$ cat src/rtl/coissue_pack_pkg.sv
package coissue_pack_pkg;
  localparam int WARP_W  = 5;
  localparam int SPLIT_W = 4;
  localparam int ACT_W   = 6;
  localparam int SETS_W  = 4;
  localparam int SLOT_W  = 2;
  localparam int PROD_W  = ACT_W + SETS_W;

  typedef struct packed {
    logic               vld;
    logic               intra;
    logic [SLOT_W-1:0]  slot;
    logic [WARP_W-1:0]  warp;
    logic [SPLIT_W-1:0] split;
    logic [ACT_W-1:0]   act;
    logic [SETS_W-1:0]  sets;
  } cand_t;

  // True when a must be packed ahead of b (strict: ties return 0).
  function automatic logic ranks_before(cand_t a, cand_t b);
    logic [PROD_W-1:0] lhs;
    logic [PROD_W-1:0] rhs;
    lhs = PROD_W'(a.act) * PROD_W'(b.sets);
    rhs = PROD_W'(b.act) * PROD_W'(a.sets);
    if (!a.vld) return 1'b0;
    if (!b.vld) return 1'b1;
    if (lhs != rhs) return lhs > rhs;
    if (a.act != b.act) return a.act > b.act;
    return a.warp < b.warp;
  endfunction
endpackage

$ cat src/rtl/coissue_pool_sorter.sv
module coissue_pool_sorter
  import coissue_pack_pkg::*;
#(
  parameter int DEPTH = 8
) (
  input  logic                  clk,
  input  logic                  rst_n,
  input  logic                  cand_valid,
  output logic                  cand_ready,
  input  logic                  cand_last,
  input  cand_t                 cand_in,
  output logic                  load_end,
  output logic                  sort_done,
  input  logic                  pack_done,
  output cand_t [DEPTH-1:0]     pool
);
  localparam int IDX_W = $clog2(DEPTH + 1);
  localparam int SEL_W = $clog2(DEPTH);
  localparam int PH_W  = (DEPTH > 2) ? $clog2(DEPTH) : 1;

  typedef enum logic [1:0] {SO_LOAD, SO_SORT, SO_HOLD} so_state_e;

  so_state_e          st;
  cand_t [DEPTH-1:0]  ent;
  cand_t [DEPTH-1:0]  nxt;
  logic [IDX_W-1:0]   cnt;
  logic [PH_W-1:0]    phase;

  assign cand_ready = (st == SO_LOAD);
  assign load_end   = cand_valid && cand_ready &&
                      (cand_last || cnt == IDX_W'(DEPTH - 1));
  assign sort_done  = (st == SO_SORT) && (phase == PH_W'(DEPTH - 1));
  assign pool       = ent;

  // One transposition phase: even phases pair (0,1),(2,3)..., odd (1,2),...
  always_comb begin
    nxt = ent;
    for (int k = 0; k < DEPTH - 1; k++) begin
      if ((k % 2) == int'(phase[0])) begin
        if (ranks_before(ent[k+1], ent[k])) begin
          nxt[k]   = ent[k+1];
          nxt[k+1] = ent[k];
        end
      end
    end
  end

  always_ff @(posedge clk) begin
    if (!rst_n) begin
      st    <= SO_LOAD;
      ent   <= '0;
      cnt   <= '0;
      phase <= '0;
    end else begin
      case (st)
        SO_LOAD: begin
          if (cand_valid) begin
            ent[cnt[SEL_W-1:0]] <= cand_in;
            cnt <= cnt + 1'b1;
            if (load_end) begin
              st    <= SO_SORT;
              phase <= '0;
            end
          end
        end
        SO_SORT: begin
          ent   <= nxt;
          phase <= phase + 1'b1;
          if (sort_done) st <= SO_HOLD;
        end
        SO_HOLD: begin
          if (pack_done) begin
            ent <= '0;
            cnt <= '0;
            st  <= SO_LOAD;
          end
        end
        default: st <= SO_LOAD;
      endcase
    end
  end

  p_pool_bound_r1: assert property (@(posedge clk) disable iff (!rst_n)
    cand_ready |-> cnt < IDX_W'(DEPTH));

  p_load_stop_r1: assert property (@(posedge clk) disable iff (!rst_n)
    load_end |=> !cand_ready);

  generate
    for (genvar i = 0; i < DEPTH - 1; i++) begin : g_order_chk
      p_sorted_r2: assert property (@(posedge clk) disable iff (!rst_n)
        (st == SO_HOLD) |-> !ranks_before(ent[i+1], ent[i]));
    end
  endgenerate
endmodule

$ cat src/rtl/coissue_pack_walk.sv
module coissue_pack_walk
  import coissue_pack_pkg::*;
#(
  parameter int DEPTH = 8
) (
  input  logic                 clk,
  input  logic                 rst_n,
  input  cand_t [DEPTH-1:0]    pool,
  input  logic                 grab,
  input  logic [SETS_W-1:0]    grab_free,
  input  logic [SETS_W-1:0]    grab_ptr,
  input  logic                 start,
  output logic                 acc_valid,
  input  logic                 acc_ready,
  output logic [WARP_W-1:0]    acc_warp,
  output logic                 acc_intra,
  output logic [SLOT_W-1:0]    acc_slot,
  output logic [SPLIT_W-1:0]   acc_split,
  output logic [ACT_W-1:0]     acc_active,
  output logic [SETS_W-1:0]    acc_sets,
  output logic [SETS_W-1:0]    acc_base,
  input  logic                 split_inv,
  output logic                 flush_req,
  output logic [WARP_W-1:0]    flush_warp,
  output logic                 done,
  output logic [SETS_W-1:0]    free_sets_out,
  output logic [SETS_W-1:0]    free_ptr_out
);
  localparam int IDX_W = $clog2(DEPTH + 1);
  localparam int SEL_W = $clog2(DEPTH);

  typedef enum logic [1:0] {PK_IDLE, PK_SCAN, PK_CHECK, PK_DONE} pk_state_e;

  pk_state_e          st;
  logic [IDX_W-1:0]   idx;
  logic [SETS_W-1:0]  free_cnt;
  logic [SETS_W-1:0]  free_ptr;
  logic               purge;
  logic [WARP_W-1:0]  last_warp;
  cand_t              cur;
  logic               at_end;
  logic               skip;

  always_comb begin
    cur    = (idx < IDX_W'(DEPTH)) ? pool[idx[SEL_W-1:0]] : '0;
    at_end = !cur.vld;
    skip   = (cur.intra && purge) || (cur.sets > free_cnt);
  end

  assign acc_valid     = (st == PK_SCAN) && !at_end && (free_cnt != '0) && !skip;
  assign acc_warp      = cur.warp;
  assign acc_intra     = cur.intra;
  assign acc_slot      = cur.slot;
  assign acc_split     = cur.split;
  assign acc_active    = cur.act;
  assign acc_sets      = cur.sets;
  assign acc_base      = free_ptr;
  assign flush_req     = (st == PK_CHECK) && split_inv;
  assign flush_warp    = last_warp;
  assign done          = (st == PK_DONE);
  assign free_sets_out = free_cnt;
  assign free_ptr_out  = free_ptr;

  always_ff @(posedge clk) begin
    if (!rst_n) begin
      st        <= PK_IDLE;
      idx       <= '0;
      free_cnt  <= '0;
      free_ptr  <= '0;
      purge     <= 1'b0;
      last_warp <= '0;
    end else begin
      case (st)
        PK_IDLE: begin
          if (grab) begin
            free_cnt <= grab_free;
            free_ptr <= grab_ptr;
          end
          if (start) begin
            st    <= PK_SCAN;
            idx   <= '0;
            purge <= 1'b0;
          end
        end
        PK_SCAN: begin
          if (at_end || free_cnt == '0) begin
            st <= PK_DONE;
          end else if (skip) begin
            idx <= idx + 1'b1;
          end else if (acc_ready) begin
            free_cnt <= free_cnt - cur.sets;
            free_ptr <= free_ptr + cur.sets;
            idx      <= idx + 1'b1;
            if (cur.intra) begin
              st        <= PK_CHECK;
              last_warp <= cur.warp;
            end
          end
        end
        PK_CHECK: begin
          if (split_inv) purge <= 1'b1;
          st <= PK_SCAN;
        end
        PK_DONE: st <= PK_IDLE;
        default: st <= PK_IDLE;
      endcase
    end
  end

  p_hold_r8: assert property (@(posedge clk) disable iff (!rst_n)
    acc_valid && !acc_ready |=> acc_valid &&
      $stable({acc_warp, acc_intra, acc_slot, acc_split, acc_active, acc_sets, acc_base}));

  p_fit_r5: assert property (@(posedge clk) disable iff (!rst_n)
    acc_valid |-> (acc_sets <= free_sets_out) && (free_sets_out != '0));

  p_flush_after_intra_r7: assert property (@(posedge clk) disable iff (!rst_n)
    flush_req |-> $past(acc_valid && acc_ready && acc_intra));

  p_no_intra_after_purge_r7: assert property (@(posedge clk) disable iff (!rst_n)
    (st == PK_SCAN) && purge |-> !(acc_valid && acc_intra));

  p_done_pulse_r9: assert property (@(posedge clk) disable iff (!rst_n)
    done |=> !done);

  p_ptr_step_r6: assert property (@(posedge clk) disable iff (!rst_n)
    acc_valid && acc_ready |=> free_ptr_out == $past(acc_base + acc_sets));
endmodule

$ cat src/rtl/coissue_packer.sv
module coissue_packer
  import coissue_pack_pkg::*;
#(
  parameter int DEPTH = 8
) (
  input  logic        clk,
  input  logic        rst_n,
  input  logic        cand_valid,
  output logic        cand_ready,
  input  logic        cand_last,
  input  logic [4:0]  cand_warp,
  input  logic        cand_intra,
  input  logic [1:0]  cand_slot,
  input  logic [3:0]  cand_split,
  input  logic [5:0]  cand_active,
  input  logic [3:0]  cand_sets,
  input  logic [3:0]  free_sets_in,
  input  logic [3:0]  free_ptr_in,
  output logic        acc_valid,
  input  logic        acc_ready,
  output logic [4:0]  acc_warp,
  output logic        acc_intra,
  output logic [1:0]  acc_slot,
  output logic [3:0]  acc_split,
  output logic [5:0]  acc_active,
  output logic [3:0]  acc_sets,
  output logic [3:0]  acc_base,
  input  logic        split_inv,
  output logic        flush_req,
  output logic [4:0]  flush_warp,
  output logic        done,
  output logic [3:0]  free_sets_out,
  output logic [3:0]  free_ptr_out
);
  cand_t             cand_in;
  cand_t [DEPTH-1:0] pool;
  logic              load_end;
  logic              sort_done;

  always_comb begin
    cand_in.vld   = 1'b1;
    cand_in.intra = cand_intra;
    cand_in.slot  = cand_slot;
    cand_in.warp  = cand_warp;
    cand_in.split = cand_split;
    cand_in.act   = cand_active;
    cand_in.sets  = cand_sets;
  end

  coissue_pool_sorter #(.DEPTH(DEPTH)) u_sorter (
    .clk        (clk),
    .rst_n      (rst_n),
    .cand_valid (cand_valid),
    .cand_ready (cand_ready),
    .cand_last  (cand_last),
    .cand_in    (cand_in),
    .load_end   (load_end),
    .sort_done  (sort_done),
    .pack_done  (done),
    .pool       (pool)
  );

  coissue_pack_walk #(.DEPTH(DEPTH)) u_walk (
    .clk           (clk),
    .rst_n         (rst_n),
    .pool          (pool),
    .grab          (load_end),
    .grab_free     (free_sets_in),
    .grab_ptr      (free_ptr_in),
    .start         (sort_done),
    .acc_valid     (acc_valid),
    .acc_ready     (acc_ready),
    .acc_warp      (acc_warp),
    .acc_intra     (acc_intra),
    .acc_slot      (acc_slot),
    .acc_split     (acc_split),
    .acc_active    (acc_active),
    .acc_sets      (acc_sets),
    .acc_base      (acc_base),
    .split_inv     (split_inv),
    .flush_req     (flush_req),
    .flush_warp    (flush_warp),
    .done          (done),
    .free_sets_out (free_sets_out),
    .free_ptr_out  (free_ptr_out)
  );
endmodule

$ cat config.mk
export PLATFORM = sky130hd
export DESIGN_NAME = coissue_packer
export DESIGN_NICKNAME = d
export VERILOG_FILES = /design/src/rtl/coissue_pack_pkg.sv /design/src/rtl/coissue_pool_sorter.sv /design/src/rtl/coissue_pack_walk.sv /design/src/rtl/coissue_packer.sv
export SDC_FILE = /design/constraint.sdc
export NUM_CORES = 2
export LEC_CHECK = 0
export ABC_AREA = 1
export BUFFER_PORTS_ARGS = -buffer_cell sky130_fd_sc_hd__buf_2
export CAP_MARGIN = 25
export CORE_MARGIN = 10
export CORE_UTILIZATION = 40
export DETAILED_ROUTE_END_ITERATION = 10
export PLACE_DENSITY = 0.53
export SLEW_MARGIN = 25
export SYNTH_ARGS = -nofsm -noshare
export SYNTH_HDL_FRONTEND = slang
export SYNTH_HIERARCHICAL = 1
export SYNTH_SLANG_ARGS = --single-unit
$ cat constraint.sdc
create_clock -name clk -period 6.7 [get_ports clk]
set_input_delay 0.67 -clock clk [delete_from_list [all_inputs] [get_ports clk]]
set_output_delay 0.67 -clock clk [all_outputs]
set_load 0.05 [all_outputs]
==> reports/metrics.cfg <==
[routing]
antenna_left=0
wl_per_cell_um=18.2
drt-initial-drc-count=2566
drt_pass1_iterations=6
avgViaCountPerCell=5.31
drt_wl_total_um=103000
via_count=30100
route.detailed.drc=0

[timing]
setup_tns_ns=0
rsz0062_at_grt=no
fin_crit_sh_pct=85.4
fin_crit_ns=5.72
fin_skew_ns=0.0112
finalHoldViolations=0
setup_violations=0
final-max-slew-violation-count=0
slew_headroom_pct=32.4
tightestPinTransition_ns=1.01
setup_slack_ns=0.979
fmax_mhz=175

[critical_path]
critical_path_class=reg -> reg
arrival_ns=6.18
path_cells=nand2_1, fa_1, fa_1, inv_1, ha_1, a21oi_1, nand2_1, a21oi_1, o21ai_0, a21o_1, a21oi_1, xnor2_1, ha_1, nand2_1, nor2_1, nor2_1, nand3_1, nand2_1, nand3_4, nand2_4, buf_4, nand3_1, nand2_1, a21oi_1
r2r_cells=24
slowest_delay_ns=0.86
cp-start-kind=register
required_ns=7.16
end_kind=register
crit_top_cell=nand2_1
path_max_fanout=32
cpMaxStageDelayCell=dfxtp_1

[floorplan]
io_pins=79
num_rows=99
initial_utilization_pct=40.5
die_w_um=292
core_sq_um=73200
die_h_um=292
die_area_sq_um=85500

[global_routing]
antenna_found_initial=0
grt_usage_pct=23.3
grt_pass1_vias=28300
grt_pass1_wl_um=163000
grt.overflow.total=0
grt_start_max_net_pins=97

[power_and_ir_drop]
p_leak_nw=18.3
peakVddDrop_mv=0.255
p_per_area_nw_per_um2=426
total_power_mw=13.5

[yosys]
synth_edf_count=0
synth_top_area_share_pct=15.1
synthesis.area_sq_um=29700
avgSynthCellArea_sq_um=6.19
synthCells=4795
synth_flop_cell=dfxtp_1
synthDistinctLibCells=54
synth-async-reset-ratio_pct=0
synth_largest_area_cell=nand2_1
synthTopCellsByArea=nand2_1, ha_1, dfxtp_1
yosysWarnings=6
ys_seq_area_share_pct=14.4
synthTopCellsByCount=nand2_1, inv_1, nand3_1
yosys.cell_count.top_type=nand2_1
ys_seq_elements=213

[run_status]
status=complete, no violations

[cells_and_area]
nets=5200
n_fill_cell=8013
diodes=0
area_growth_pct=6.44
drive_above_1_share_pct=6.69

[cts]
cts.sinks=213
ctsResizeCount=0
tritoncts=yes
htree_levels=1
clock-root-buffer=clkbuf_16
clk_pin_slew_ns=0.06
cts_setup_buffers=0
clk_latency_ns=0.58
cts_inserted_buffers=28
cts-hold-fix-buffers=0
cts_buffer_depth=3

[place]
io_buffers=78
hpwlAfterDp_um=74000
post-place-ws_ns=1.05
gp_congestion=0.876

[min_path]
hp-class=in -> reg
hold_depth=3

[run]
drv_cap=0

[worst max-delay path, delay by kind of cell (launching register included)]
| family | cells | cell delay, ns |
|---|---|---|
| and+or+nand+nor | 11 | 1.69 |
| adders and majority gates | 4 | 1.59 |
| DFF | 1 | 0.86 |
| AOI/OAI and AO/OA | 6 | 0.81 |
| buffers and inverters | 2 | 0.45 |
| xor gates and xnor gates | 1 | 0.16 |
[final cells by class]
type                       count  area, sq um  share of cell area [%]
inverter                     879         3300                    10.5
timing repair buffer         153          997                    3.16
sequential                   213         4270                    13.5
multi-input combinational   3424        20800                    65.9
clock inverter                11          133                   0.420
tap                          959         1200                    3.80
clock buffer                  41          882                    2.79
[kinds of logic (layout without fill, tap and decap cells)]
kind of cell | Yosys count | count (layout) | share of synthesized area (%)
simple gates | 2076 | 2076 | 30.5
buf+inv | 1159 | 1084 | 15.6
compound gates | 797 | 797 | 14.5
fa+ha+maj | 465 | 465 | 22.5
flops | 213 | 213 | 14.4
xor+xnor | 81 | 81 | 2.39
mux | 3 | 3 | 0.101
other cells | 1 | 2 | 0.0126
[stage by stage]
stage	instance area (sq um)	instances	utilization, %	hold slack (ns)
floorplan	29700	4796	-	0.448
global placement	30600	5628	41.8	0.460
detailed placement	30600	5628	41.8	0.469
CTS	31600	5680	43.1	0.399
global route	31600	5680	43.1	0.423
finish	31600	5680	43.1	0.413
[metal layers]
| metal | track usage [%] | routed length, um |
|---|---|---|
| met3 | 1.97 | 5780 |
| met1 | 31.1 | 46500 |
| met2 | 39.4 | 47900 |
| met4 | 7.02 | 3250 |
| met5 | 0 | 0 |
[placed cells by master, fill, tap and decap left out, types with 22 or more instances in the layout]
master,count
ha_1,351
nand4_1,33
xnor2_1,47
inv_1,862
buf_4,72
o21ai_1,22
xor2_1,34
nor2_1,287
o22ai_1,43
o21ai_0,255
buf_2,77
nand3b_1,44
nand2_1,1197
nand3_1,433
a21oi_1,385
fa_1,114
dfxtp_1,211
clkbuf_16,30
[report_power, final]
| group | internal (mW) | switching (mW) | leakage, nW |
|---|---|---|---|
| Clock | 1.02 | 0.664 | 0.507 |
| Combinational | 2.76 | 5.97 | 16.1 |
| Sequential | 1.78 | 1.27 | 1.75 |
| Total | 5.56 | 7.90 | 18.3 |
[final timing paths]
kind	startpoint	endpoint	slack (ns)
worst max-delay path	register	register	0.98
worst max register to register	register	register	0.98
worst min register to register	u_sorter/phase[1]	u_sorter/phase[1]	0.47
worst min-delay path	split_inv	u_walk/purge	0.41
Note: power is estimated with default switching activity, not from simulation.
